## config.mk

```make
export PLATFORM = sky130hd
export DESIGN_NAME = ps2_cmd_tx
export DESIGN_NICKNAME = d
export VERILOG_FILES = /design/src/rtl/ps2_cmd_tx_pkg.sv /design/src/rtl/ps2_line_sync.sv /design/src/rtl/ps2_tick_counter.sv /design/src/rtl/ps2_tx_fsm.sv /design/src/rtl/ps2_cmd_tx.sv
export SDC_FILE = /design/constraint.sdc
export NUM_CORES = 1
export LEC_CHECK = 0
export BUFFER_PORTS_ARGS = -buffer_cell sky130_fd_sc_hd__buf_2
export CORE_MARGIN = 1.5
export CORE_UTILIZATION = 29
export CTS_BUF_LIST = sky130_fd_sc_hd__clkbuf_4
export DETAILED_ROUTE_END_ITERATION = 12
export HOLD_SLACK_MARGIN = 0.08
export PLACE_DENSITY = 0.49
export SETUP_SLACK_MARGIN = 0.02
export SLEW_MARGIN = 20
export SYNTH_ARGS = -nofsm -noshare
export SYNTH_HDL_FRONTEND = slang
export SYNTH_SLANG_ARGS = --single-unit
```

## constraint.sdc

```tcl
create_clock -name clk -period 2.34 [get_ports clk]
set_clock_uncertainty 0.05 [all_clocks]
set_input_delay 0.468 -clock clk [delete_from_list [all_inputs] [get_ports clk]]
set_output_delay 0.468 -clock clk [all_outputs]
set_load 0.02 [all_outputs]
```

## src/rtl/ps2_cmd_tx_pkg.sv

```systemverilog
package ps2_cmd_tx_pkg;

  localparam int DATA_W  = 8;
  localparam int FRAME_W = DATA_W + 3;          // start, data, parity, stop
  localparam int BCNT_W  = $clog2(FRAME_W + 1);

  typedef enum logic [2:0] {
    S_IDLE,
    S_DEFER,
    S_INHIBIT,
    S_START,
    S_SHIFT,
    S_ACK
  } tx_state_e;

  function automatic logic odd_parity(input logic [DATA_W-1:0] d);
    return ~^d;
  endfunction

endpackage

```

## src/rtl/ps2_line_sync.sv

```systemverilog
module ps2_line_sync (
  input  logic clk,
  input  logic rst_n,
  input  logic clk_line,
  input  logic dat_line,
  output logic clk_s,
  output logic dat_s,
  output logic clk_fall
);

  logic [2:0] clk_sh_q, clk_sh_n;
  logic [1:0] dat_sh_q, dat_sh_n;

  always_comb begin
    clk_sh_n = {clk_sh_q[1:0], clk_line};
    dat_sh_n = {dat_sh_q[0], dat_line};
  end

  always_ff @(posedge clk or negedge rst_n) begin
    if (!rst_n) begin
      clk_sh_q <= 3'b111;
      dat_sh_q <= 2'b11;
    end else begin
      clk_sh_q <= clk_sh_n;
      dat_sh_q <= dat_sh_n;
    end
  end

  assign clk_s    = clk_sh_q[1];
  assign dat_s    = dat_sh_q[1];
  assign clk_fall = clk_sh_q[2] & ~clk_sh_q[1];

endmodule

```

## src/rtl/ps2_tick_counter.sv

```systemverilog
module ps2_tick_counter #(
  parameter int CW = 16
) (
  input  logic          clk,
  input  logic          rst_n,
  input  logic          clr,
  output logic [CW-1:0] cnt
);

  localparam logic [CW-1:0] TOP = '1;

  logic [CW-1:0] cnt_q, cnt_n;
  logic          cnt_en;

  assign cnt_en = clr | (cnt_q != TOP);

  always_comb begin
    if (clr) cnt_n = '0;
    else     cnt_n = cnt_q + CW'(1);
  end

  always_ff @(posedge clk or negedge rst_n) begin
    if (!rst_n)      cnt_q <= '0;
    else if (cnt_en) cnt_q <= cnt_n;
  end

  assign cnt = cnt_q;

  // a timeout counter must never wrap back to a small value
  a_r10_cnt_saturates: assert property (@(posedge clk) disable iff (!rst_n)
    (cnt_q == TOP && !clr) |=> (cnt_q == TOP));

endmodule

```

## src/rtl/ps2_tx_fsm.sv

```systemverilog
module ps2_tx_fsm
  import ps2_cmd_tx_pkg::*;
#(
  parameter int CW          = 16,
  parameter int QUIET_CYC   = 100,
  parameter int INHIBIT_CYC = 100,
  parameter int REQ_CYC     = 15000,
  parameter int EDGE_CYC    = 2000
) (
  input  logic              clk,
  input  logic              rst_n,
  input  logic [DATA_W-1:0] tx_data,
  input  logic              tx_send,
  input  logic              clk_s,
  input  logic              dat_s,
  input  logic              clk_fall,
  input  logic [CW-1:0]     ph_cnt,
  input  logic [CW-1:0]     rq_cnt,
  output logic              ph_clr,
  output logic              rq_clr,
  output logic              busy,
  output logic              done,
  output logic              err,
  output logic              clk_oe,
  output logic              dat_oe
);

  localparam logic [CW-1:0]     QUIET_L = CW'(QUIET_CYC - 1);
  localparam logic [CW-1:0]     INH_L   = CW'(INHIBIT_CYC - 1);
  localparam logic [CW-1:0]     REQ_L   = CW'(REQ_CYC - 1);
  localparam logic [CW-1:0]     EDGE_L  = CW'(EDGE_CYC - 1);
  localparam logic [BCNT_W-1:0] LAST_B  = BCNT_W'(FRAME_W - 2);

  tx_state_e            st_q, st_n;
  logic [FRAME_W-1:0]   sh_q, sh_n;
  logic [BCNT_W-1:0]    bc_q, bc_n;
  logic                 clk_oe_q, clk_oe_n;
  logic                 dat_oe_q, dat_oe_n;
  logic                 done_q, done_n;
  logic                 err_q, err_n;
  logic                 req_late, edge_late, abort;

  assign req_late  = (st_q == S_DEFER || st_q == S_INHIBIT || st_q == S_START) &&
                     (rq_cnt >= REQ_L);
  assign edge_late = (st_q == S_SHIFT || st_q == S_ACK) && (ph_cnt >= EDGE_L);
  assign abort     = req_late | edge_late;
  assign rq_clr    = (st_q == S_IDLE);

  always_comb begin
    st_n     = st_q;
    sh_n     = sh_q;
    bc_n     = bc_q;
    clk_oe_n = clk_oe_q;
    dat_oe_n = dat_oe_q;
    done_n   = 1'b0;
    err_n    = 1'b0;
    ph_clr   = 1'b0;
    if (abort) begin
      st_n     = S_IDLE;
      clk_oe_n = 1'b0;
      dat_oe_n = 1'b0;
      err_n    = 1'b1;
      ph_clr   = 1'b1;
    end else begin
      case (st_q)
        S_IDLE: begin
          ph_clr = 1'b1;
          if (tx_send) begin
            sh_n = {1'b1, odd_parity(tx_data), tx_data, 1'b0};
            st_n = S_DEFER;
          end
        end
        S_DEFER: begin
          if (!clk_s) begin
            ph_clr = 1'b1;
          end else if (ph_cnt >= QUIET_L) begin
            st_n     = S_INHIBIT;
            clk_oe_n = 1'b1;
            ph_clr   = 1'b1;
          end
        end
        S_INHIBIT: begin
          if (ph_cnt >= INH_L) begin
            st_n     = S_START;
            clk_oe_n = 1'b0;
            dat_oe_n = ~sh_q[0];
            bc_n     = '0;
            ph_clr   = 1'b1;
          end
        end
        S_START, S_SHIFT: begin
          if (clk_fall) begin
            sh_n     = {1'b1, sh_q[FRAME_W-1:1]};
            dat_oe_n = ~sh_q[1];
            bc_n     = bc_q + BCNT_W'(1);
            ph_clr   = 1'b1;
            st_n     = (bc_q == LAST_B) ? S_ACK : S_SHIFT;
          end
        end
        S_ACK: begin
          if (clk_fall) begin
            st_n     = S_IDLE;
            clk_oe_n = 1'b0;
            dat_oe_n = 1'b0;
            done_n   = ~dat_s;
            err_n    = dat_s;
            ph_clr   = 1'b1;
          end
        end
        default: st_n = S_IDLE;
      endcase
    end
  end

  always_ff @(posedge clk or negedge rst_n) begin
    if (!rst_n) begin
      st_q     <= S_IDLE;
      sh_q     <= '1;
      bc_q     <= '0;
      clk_oe_q <= 1'b0;
      dat_oe_q <= 1'b0;
      done_q   <= 1'b0;
      err_q    <= 1'b0;
    end else begin
      st_q     <= st_n;
      sh_q     <= sh_n;
      bc_q     <= bc_n;
      clk_oe_q <= clk_oe_n;
      dat_oe_q <= dat_oe_n;
      done_q   <= done_n;
      err_q    <= err_n;
    end
  end

  assign busy   = (st_q != S_IDLE);
  assign done   = done_q;
  assign err    = err_q;
  assign clk_oe = clk_oe_q;
  assign dat_oe = dat_oe_q;

  a_r1_idle_lines_free: assert property (@(posedge clk) disable iff (!rst_n)
    !busy |-> (!clk_oe_q && !dat_oe_q));

  a_r2_send_sets_busy: assert property (@(posedge clk) disable iff (!rst_n)
    (tx_send && !busy) |=> busy);

  a_r4_oe_exclusive: assert property (@(posedge clk) disable iff (!rst_n)
    !(clk_oe_q && dat_oe_q));

  a_r5_release_with_start: assert property (@(posedge clk) disable iff (!rst_n)
    $fell(clk_oe_q) |-> (dat_oe_q || err_q));

  a_r6_data_moves_on_fall: assert property (@(posedge clk) disable iff (!rst_n)
    !$stable(dat_oe_q) |-> ($past(clk_fall) || $fell(clk_oe_q) || err_q));

  a_r9_done_from_ack: assert property (@(posedge clk) disable iff (!rst_n)
    done_q |-> ($past(st_q) == S_ACK));

  a_r12_done_err_exclusive: assert property (@(posedge clk) disable iff (!rst_n)
    !(done_q && err_q));

  a_r12_single_pulse: assert property (@(posedge clk) disable iff (!rst_n)
    (done_q || err_q) |=> (!done_q && !err_q));

endmodule

```

## src/rtl/ps2_cmd_tx.sv

```systemverilog
module ps2_cmd_tx
  import ps2_cmd_tx_pkg::*;
#(
  parameter int CLK_HZ      = 50_000_000,
  parameter int QUIET_US    = 100,
  parameter int INHIBIT_US  = 100,
  parameter int REQ_TMO_US  = 15000,
  parameter int EDGE_TMO_US = 2000
) (
  input  logic              clk,
  input  logic              rst_n,
  input  logic [DATA_W-1:0] tx_data,
  input  logic              tx_send,
  output logic              busy,
  output logic              tx_done,
  output logic              tx_err,
  input  logic              ps2_clk_i,
  input  logic              ps2_dat_i,
  output logic              ps2_clk_oe,
  output logic              ps2_dat_oe
);

  localparam int CYC_PER_US  = (CLK_HZ / 1_000_000 < 1) ? 1 : CLK_HZ / 1_000_000;
  localparam int QUIET_CYC   = QUIET_US * CYC_PER_US;
  localparam int INHIBIT_CYC = INHIBIT_US * CYC_PER_US;
  localparam int REQ_CYC     = REQ_TMO_US * CYC_PER_US;
  localparam int EDGE_CYC    = EDGE_TMO_US * CYC_PER_US;
  localparam int MAX_AB      = (QUIET_CYC > INHIBIT_CYC) ? QUIET_CYC : INHIBIT_CYC;
  localparam int MAX_CD      = (REQ_CYC > EDGE_CYC) ? REQ_CYC : EDGE_CYC;
  localparam int MAX_CYC     = (MAX_AB > MAX_CD) ? MAX_AB : MAX_CD;
  localparam int CW          = $clog2(MAX_CYC + 1);

  logic [1:0]    rsync_q;
  logic          rst_ns;
  logic          clk_s, dat_s, clk_fall;
  logic          ph_clr, rq_clr;
  logic [CW-1:0] ph_cnt, rq_cnt;

  always_ff @(posedge clk or negedge rst_n) begin
    if (!rst_n) rsync_q <= 2'b00;
    else        rsync_q <= {rsync_q[0], 1'b1};
  end
  assign rst_ns = rsync_q[1];

  ps2_line_sync u_sync (
    .clk      (clk),
    .rst_n    (rst_ns),
    .clk_line (ps2_clk_i),
    .dat_line (ps2_dat_i),
    .clk_s    (clk_s),
    .dat_s    (dat_s),
    .clk_fall (clk_fall)
  );

  ps2_tick_counter #(.CW(CW)) u_phase_cnt (
    .clk   (clk),
    .rst_n (rst_ns),
    .clr   (ph_clr),
    .cnt   (ph_cnt)
  );

  ps2_tick_counter #(.CW(CW)) u_req_cnt (
    .clk   (clk),
    .rst_n (rst_ns),
    .clr   (rq_clr),
    .cnt   (rq_cnt)
  );

  ps2_tx_fsm #(
    .CW          (CW),
    .QUIET_CYC   (QUIET_CYC),
    .INHIBIT_CYC (INHIBIT_CYC),
    .REQ_CYC     (REQ_CYC),
    .EDGE_CYC    (EDGE_CYC)
  ) u_fsm (
    .clk      (clk),
    .rst_n    (rst_ns),
    .tx_data  (tx_data),
    .tx_send  (tx_send),
    .clk_s    (clk_s),
    .dat_s    (dat_s),
    .clk_fall (clk_fall),
    .ph_cnt   (ph_cnt),
    .rq_cnt   (rq_cnt),
    .ph_clr   (ph_clr),
    .rq_clr   (rq_clr),
    .busy     (busy),
    .done     (tx_done),
    .err      (tx_err),
    .clk_oe   (ps2_clk_oe),
    .dat_oe   (ps2_dat_oe)
  );

endmodule

```

# [Word-level counts from Yosys, hierarchy flattened]
# Index checks and enable logic that the tools add are counted.
# Widths: inputs -> output; s select.
[classes] div_mod_pow=0 shifts=0 n_lt_le_gt_ge=3 n_eq_ne=17 multipliers=0 n_addsub=3 bitwise=9 n_mux=38 n_reduce_logical=19
[op_table] op="$add 20x1->20 const B" count=2
[op_table] op="$mux 20" count=2
[op_table] op="$ne 20x20->1 const B" count=2
[op_table] op="$mux 11" count=2
[op_table] op="$pmux 11 s2" count=1
[op_table] op="$mux 3" count=7
[op_table] op="$ge 20x13->1 const B" count=1
[op_table] op="$ge 20x17->1 const B" count=1
[op_table] op="$ge 20x20->1 const B" count=1
[op_table] op="$mux 1" count=19
[op_table] op="$pmux 3 s5" count=1
[op_table] op="$ne 3x2->1 const B" count=4
[op_table] op="$reduce_and 4->1" count=3
[op_table] op="$mux 4" count=2
[op_table] op="$pmux 4 s2" count=1
[op_table] op="$reduce_bool 4->1" count=2
[op_table] op="$reduce_xnor 8->1" count=1
[op_table] op="$eq 3x2->1 const B" count=2
[op_table] op="$eq 3x3->1 const B" count=2
[op_table] op="$ne 2x2->1 const B" count=3
[op_table] op="$pmux 1 s3" count=2
[op_table] op="$reduce_and 6->1" count=1
[op_table] op="$not 1->1" count=5
[op_table] op="$reduce_and 5->1" count=1
[op_table] op="other kinds (15)" count=21
[word_totals] romBits=0 ram_bits=0 wordCells=101 n_memories=0 register_bits=69 latchBits=0 output_inout_bits=5 in_bits=13

# [Depth between registers and ports, before layout]
# Gate-level depths: netlist (run 1).
[logic_depth] depth_word=7 mapped_depth=9 mapped_depth_nobuf=7

# [Modules after synthesis]
# From an unflattened synthesis (run 1), not the netlist that was laid out.
[unflattened] cells_unflattened=424 area_unflattened_um2=3951.3
[modules_own_cells] mod="ps2_tick_counter" area_each_um2=1131.1 cells_each=122 n_inst=2 seq_area_each_um2=500.5
[modules_own_cells] mod="ps2_tx_fsm" area_each_um2=1490.2 cells_each=171 n_inst=1 seq_area_each_um2=538.0
[modules_own_cells] mod="ps2_line_sync" area_each_um2=145.1 cells_each=6 n_inst=1 seq_area_each_um2=131.4
[modules_own_cells] mod="ps2_cmd_tx" area_each_um2=53.8 cells_each=3 n_inst=1 seq_area_each_um2=50.0

# [Worst setup path before layout (run 1)]
# OpenSTA, ideal clock, no wires.
[synth_timing] path_type="register to register" from="register u_fsm.st_q[1]" to="register u_fsm.sh_q[6]" required_time_ps=2208 setup_time_ps=82 period_less_slack_ps=2178 slack_ps=162 n_path_buf=2 path_stages_with_launch=7 arrival_ps=2046 path_cell_list="dfrtp_1 -> nor2b_1 -> clkbuf_1 -> a22oi_1 -> clkbuf_1 -> mux2_2 -> mux2_4"
[synth_via] elab_chain_len=7 word_cells_on_any_way=19 cone_classes="7 x eq/ne; 1 x mux; 2 x bitwise; 9 x reduce/logical"
[synth_lines] item="start, declared" line="ps2_tx_fsm.sv:34" source="tx_state_e st_q, st_n;"
[synth_lines] item="start signal, assigned" line="ps2_tx_fsm.sv:125" source="st_q <= st_n;"
[synth_lines] item="$eq 3x1->1 / $eq 3x2->1 (equally long branches)" line="ps2_tx_fsm.sv:43" source="assign req_late = (st_q == S_DEFER || st_q == S_INHIBIT || st_q == S_START) &&"
[synth_lines] item="$logic_or 1x1->1 (2 in series)" line="ps2_tx_fsm.sv:43"
[synth_lines] item="$logic_and 1x1->1" line="ps2_tx_fsm.sv:43"
[synth_lines] item="$or 1x1->1" line="ps2_tx_fsm.sv:46" source="assign abort = req_late | edge_late;"
[synth_lines] item="$not 1->1 (no source line)"
[synth_lines] item="$reduce_and 4->1 (no source line)"
[synth_lines] item="end signal, assigned" line="ps2_tx_fsm.sv:126" source="sh_q <= sh_n;"
[synth_lines] item="end, declared" line="ps2_tx_fsm.sv:35" source="logic [FRAME_W-1:0] sh_q, sh_n;"
# Several ways; a longest one is shown, not always the timed one.
# A chain may end at the register's enable or synchronous reset.

# [Worst setup path after layout (run 1)]
[layout_timing] from="register u_req_cnt.cnt_q[18], in the netlist u_req_cnt.cnt[18]" to="register u_fsm.sh_q[6]"
[layout_via] elab_chain_len=5
[layout_lines] item="start, declared" line="ps2_tick_counter.sv:12" source="logic [CW-1:0] cnt_q, cnt_n;"
[layout_lines] item="start signal, assigned" line="ps2_tick_counter.sv:24" source="else if (cnt_en) cnt_q <= cnt_n;"
[layout_lines] item="$ge 20x20->1" line="ps2_tx_fsm.sv:44" source="(rq_cnt >= REQ_L);"
[layout_lines] item="$logic_and 1x1->1" line="ps2_tx_fsm.sv:43"
[layout_lines] item="$or 1x1->1" line="ps2_tx_fsm.sv:46"
[layout_lines] item="$not 1->1 (no source line)"
[layout_lines] item="$reduce_and 4->1 (no source line)"
# No other way between the ends.

==> flow_summary.ini, run 1 <==
[clocking]
clockBufferDepth = 2
root_buffer = clkbuf_4
cts_setup_buffers = 0
cts_buffers = 9
cts.clk_slew.worst_paths_ps = 120
cts_sinks = 68
h-tree-depth = 3
insertion_delay_ps = 440
cts_tree = built

[routing]
detailedRoute.firstIterationViolations = 107
avgViaCountPerCell = 4.88
ant_nets = 0
avgRoutedWirePerCell_um = 13.6
drc = 0
firstDrtPassIters = 4
wirelength_um = 8280
vias = 2963

[synthesis]
post_synth_most_frequent_cells = dfrtp_1 (53), nor2_1 (52), nand2_1 (32)
yosysSeqAreaShare_pct = 45.8
synth_top_cell_by_area = dfrtp_1
yosysWarningCount = 0
synth.most_common_cell = dfrtp_1
synthTopCellsByArea = dfrtp_1 (35%), dfstp_2 (10%), nor2_1 (5.2%)
async_flop_share_pct = 100
synth_top_area_share_pct = 35.3
synth_nets = 402
syn_inst = 385
synth_cell_types = 59
synth-seq-cells = 68
ys.flop_type = dfrtp_1
synthesis.area_mm2 = 0.00376
avgSynthCellArea_um2 = 9.76
synth_edf_count = 0

[global_route]
grt_start_max_net_pins = 28
grt-busiest-layer = met2
grt_pass1_wl_um = 14100
globalRouteMet2Util_pct = 21.6
met1_usage_pct = 17.1
antenna_found_initial = 0
grt_pass1_vias = 2964
grt.overflow.total = 0
grt_util_all_layers_pct = 13.4
gr-usage-met3_pct = 2.88

[pwr]
p_leak_nw = 1.91
vdd_drop_max_mv = 0.320
p_per_area_mw_per_mm2 = 564

[placed_design]
dp_cells = 587
dp.final_hpwl_um = 5710
io_buffers = 17
place.gp.congestion = 0.753
dp_slack_ps = -32.1

[setup_path]
path_max_fanout = 6
worstPathRequired_ps = 2680
crit_arrival_ps = 2560
crit_type = reg2reg
end_kind = flop
crit_path_start_kind = flop

[min_path]
worst_hold_path_type = reg2async

[sta]
finalSetupTns_ps = 0
hold_ws_ps = 232
hold_viol = 0
period_share_pct = 95.2
drv_slew = 0
worst_slack_ps = 112
max_freq_mhz = 449
fin_crit_ps = 2230
rsz0062_at_grt = no
maxSlewHeadroom_pct = 61.0
tightestPinTransition_ps = 586
setup_viol = 0

[floorplanning]
core_area_mm2 = 0.0126
pin_count = 18
die_w_um = 117
std_cell_rows = 41
die_h_um = 117
start_util_pct = 29.8
dieArea_mm2 = 0.0136

[final_layout]
nets = 447
drive_gt1_share_pct = 26.2
syn_to_final_growth_pct = 18.0
diodes = 0
fin_cells = 607

[outcome]
status = finished clean

[run]
cap_violations = 0
kinds of logic after synthesis:
| logic type | synth area share [%] |
|---|---|
| AOI/OAI and AO/OA | 8.53 |
| DFF | 45.8 |
| other | 0.0998 |
| xor gates and xnor gates | 9.56 |
| adders and majority gates | 1.33 |
| muxes | 7.13 |
| buffers and inverters | 2.56 |
| and+or+nand+nor | 25.0 |
registers in the layout, summed over array words and instances (netlist names), 2 cells and up:
register         flops
rsync_q              2
u_fsm.st_q           3
u_fsm.bc_q           4
u_phase_cnt.cnt     20
u_req_cnt.cnt       20
u_fsm.sh_q          10
u_sync.clk_sh_q      3
u_sync.dat_sh_q      2
path summary, 6_finish.rpt:
kind	depth (start not counted)	startpoint	to	slack [ps]
min reg2reg	0	rsync_q[1]$_DFF_PN0_	u_req_cnt.cnt[19]$_DFFE_PN0P_	230
min in group clk	0	rsync_q[0]$_DFF_PN0_	rsync_q[1]$_DFF_PN0_	300
min	0	rsync_q[1]$_DFF_PN0_	u_req_cnt.cnt[19]$_DFFE_PN0P_	230
max	5	u_req_cnt.cnt[18]$_DFFE_PN0P_	u_fsm.sh_q[6]$_DFFE_PN1P_	110
max reg2reg	5	u_req_cnt.cnt[18]$_DFFE_PN0P_	u_fsm.sh_q[6]$_DFFE_PN1P_	110
max in group asynchronous	1	rsync_q[1]$_DFF_PN0_	u_sync.clk_sh_q[2]$_DFF_PN1_	1240
through the flow:
stage | power, mW | util (%) | instance area, um^2
after floorplan | 1.64 | - | 3760
after global placement | 1.74 | 33.3 | 4210
after detailed placement | 1.74 | 33.3 | 4210
after CTS | 2.54 | 34.7 | 4380
after global routing | 2.66 | 35.1 | 4430
final | 2.50 | 35.1 | 4430
power by group:
part	switching [mW]	leakage (nW)	internal [mW]
sequential	0.112	0.853	1.30
clock	0.448	0.0710	0.320
combinational	0.149	0.988	0.173
total	0.709	1.91	1.79
per-layer routing:
metal / up-vias / part of all wire [%]
li1: 1475 / -
met1: 1434 / 48
met2: 40 / 47
met3: 14 / 3.1
met4: 0 / 2.1
met5: - / 0
worst max-delay path, stage by stage, from the launching register on:
cell	delay, ps
dfrtp_1	430
or4_1	530
or4_4	500
and2_4	210
nand3_2	150
mux2_4	310
cell type report:
type	count	area [um^2]
fillers	1333	8190
well taps	172	215
clock inverters	7	67.6
flip-flops and latches	68	1720
inverters	8	30.0
repair buffers	48	325
multi-input cells	295	2000
clock buffers	9	67.6
placed cells by master, fill, tap and decap left out, drive strengths merged, types with 8 or more instances in the layout:
cell type  instances
dfrtp             53
buf               45
xnor2             21
mux2              19
clkbuf             9
inv                8
nor2              52
nor4              12
dfstp             15
nor3              11
a21oi              9
o21ai             12
nand4             13
xor2              20
nand3             22
nand2             32
timing repair:
item,CTS,global route
cloned,0,1
setup endpoints to repair,1,33
pin swaps,0,0
hold endpoints to repair,4,0
hold buffers,3,0
resized for setup,1,8
Note: power is estimated with default switching activity, not from simulation.
==> run 2: changes to the inputs <==
--- a/config.mk
+++ b/config.mk
@@ -6,12 +6,15 @@
 export NUM_CORES = 1
 export LEC_CHECK = 0
 export BUFFER_PORTS_ARGS = -buffer_cell sky130_fd_sc_hd__buf_2
+export CAP_MARGIN = 15
+export CELL_PAD_IN_SITES_DETAIL_PLACEMENT = 1
+export CELL_PAD_IN_SITES_GLOBAL_PLACEMENT = 2
 export CORE_MARGIN = 1.5
 export CORE_UTILIZATION = 29
 export CTS_BUF_LIST = sky130_fd_sc_hd__clkbuf_4
 export DETAILED_ROUTE_END_ITERATION = 12
 export HOLD_SLACK_MARGIN = 0.08
-export PLACE_DENSITY = 0.49
+export PLACE_DENSITY = 0.66
 export SETUP_SLACK_MARGIN = 0.02
 export SLEW_MARGIN = 20
 export SYNTH_ARGS = -nofsm -noshare
==> constraint.sdc (replaced) <==
create_clock -name clk -period 2.66 [get_ports clk]
set_clock_uncertainty 0.05 [all_clocks]
set_input_delay 0.532 -clock clk [delete_from_list [all_inputs] [get_ports clk]]
set_output_delay 0.532 -clock clk [all_outputs]
set_load 0.02 [all_outputs]
==> run 2 against run 1 <==
Against the previous run: fmax is 8.7% lower; critical path depth rose by 2; critical path type unchanged; design area down 2.7%; wire length up 10%; non-clock buffer count fell by 16; critical endpoint is now u_phase_cnt.cnt[16]$_DFFE_PN0P_.
==> flow_summary.ini, run 2 (same netlist as run 1, synthesis figures left out) <==
[sta]
hold_viol = 0
drv_slew = 0
maxSlewHeadroom_pct = 42.5
period_share_pct = 91.8
rsz0062_at_grt = no
tightestPinTransition_ps = 863
fin_crit_ps = 2440
worst_slack_ps = 219
max_freq_mhz = 410
setup_viol = 0
finalSetupTns_ps = 0

[routing]
avgViaCountPerCell = 4.98
detailedRoute.firstIterationViolations = 174
wirelength_um = 9110
ant_nets = 0
firstDrtPassIters = 4
drc = 0
vias = 2941
avgRoutedWirePerCell_um = 15.4

[setup_path]
crit_chain = ha_1, a211oi_1, a211oi_1, nor2_1, nand3_1, a31o_4, nor3_1
r2r_start = u_phase_cnt.cnt[0]$_DFFE_PN0P_
startpoint = u_phase_cnt.cnt[0]$_DFFE_PN0P_
worst-path-buf-inv = 0
critPathSlowestCell = dfrtp_1
worstPathRequired_ps = 2980
end_kind = flop
path_max_fanout = 20
crit_family = compound AO/OA/AOI/OAI gates
crit_type = reg2reg
cp_common_cell = a211oi_1
crit_path_start_kind = flop
crit_arrival_ps = 2760
cp_slowest_stage_delay_ps = 430

[global_route]
grt.overflow.total = 0
grt_pass1_vias = 3135
antenna_found_initial = 0
grt_pass1_wl_um = 15600
grt_start_max_net_pins = 67
grt_util_all_layers_pct = 15.0

[placed_design]
io_buffers = 17
dp.final_hpwl_um = 6400
dp_slack_ps = 106
place.gp.congestion = 0.795

[pwr]
p_per_area_mw_per_mm2 = 558
p_leak_nw = 1.85
vdd_drop_max_mv = 0.283

[final_layout]
diodes = 0
layout_common_cells = nor2_1 (52), dfrtp_1 (52), nand2_1 (32)
seq_area_mm2 = 0.00172
nets = 430
drive_gt1_share_pct = 22.0
multiInputGateArea_mm2 = 0.00195
n_fill_cell = 1474
syn_to_final_growth_pct = 14.8

[floorplanning]
dieArea_mm2 = 0.0136
start_util_pct = 29.8
die_w_um = 117
die_h_um = 117
std_cell_rows = 41
core_area_mm2 = 0.0126
pin_count = 18

[clocking]
cts_sinks = 68
cts_tree = built
clockBufferDepth = 2
insertion_delay_ps = 450
cts_buffers = 9
h-tree-depth = 3
cts.clk_slew.worst_paths_ps = 110
root_buffer = clkbuf_4

[min_path]
min_from = u_sync.dat_sh_q[0]$_DFF_PN1_
worst_hold_path_type = reg2reg

[outcome]
status = finished clean

[run]
cap_violations = 0
run 2: stage by stage:
stage / util [%] / instances / hold WS, ps / instance area [um^2] / total power, mW
6_report: 34.2 / 590 / 319 / 4310 / 2.41
5_1_grt: 34.2 / 590 / 306 / 4310 / 2.53
4_1_cts: 34.1 / 590 / 294 / 4300 / 2.46
3_5_place_dp: 32.4 / 571 / 272 / 4090 / 1.53
3_3_place_gp: 32.4 / 571 / 267 / 4090 / 1.52
2_1_floorplan: - / 385 / 186 / 3760 / 1.44
run 2: repair_timing:
| action | in CTS | in global routing |
|---|---|---|
| endpoints found under the setup margin | 0 | 17 |
| hold buffers | 3 | 0 |
| hold endpoints to repair | 4 | 0 |
| setup buffers | 0 | 0 |
| gates resized for setup | 0 | 1 |
run 2: final timing paths:
kind | end | slack, ps | cells past startpoint
min | u_sync.dat_sh_q[1]$_DFF_PN1_ | 320 | 0
max reg2reg | u_phase_cnt.cnt[16]$_DFFE_PN0P_ | 220 | 7
max | u_phase_cnt.cnt[16]$_DFFE_PN0P_ | 220 | 7
min in group asynchronous | rsync_q[0]$_DFF_PN0_ | 330 | 2
max in group asynchronous | u_phase_cnt.cnt[0]$_DFFE_PN0P_ | 1570 | 1
min reg2reg | u_sync.dat_sh_q[1]$_DFF_PN1_ | 320 | 0
run 2: cell type report:
cell class / count / share of cell area (%)
multi-input combinational: 294 / 45.3
sequential: 68 / 39.9
timing repair buffer: 32 / 4.76
clock buffer: 12 / 2.09
inverter: 8 / 0.696
tap: 172 / 4.99
clock inverter: 4 / 2.26
run 2: worst reg2reg max path, delay by kind of cell (launching register included):
family	cells	cell delay [ps]
flops	1	430
fa+ha+maj	1	290
simple gates	3	680
compound gates	3	930
run 2: layer usage:
layer  global-route usage (%)  part of all wire, %  vias up
li1                         -                    -     1429
met1                     20.2                   51     1479
met2                     23.2                   45       19
met3                     2.68                  1.9       14
met4                     7.31                  2.2        0
met5                        0                    0        -
run 2: power breakdown:
part	switching, mW	total [mW]	leakage (nW)	internal, mW
clock	0.394	0.902	0.0978	0.508
combinational	0.135	0.271	0.896	0.136
sequential	0.0935	1.24	0.854	1.14
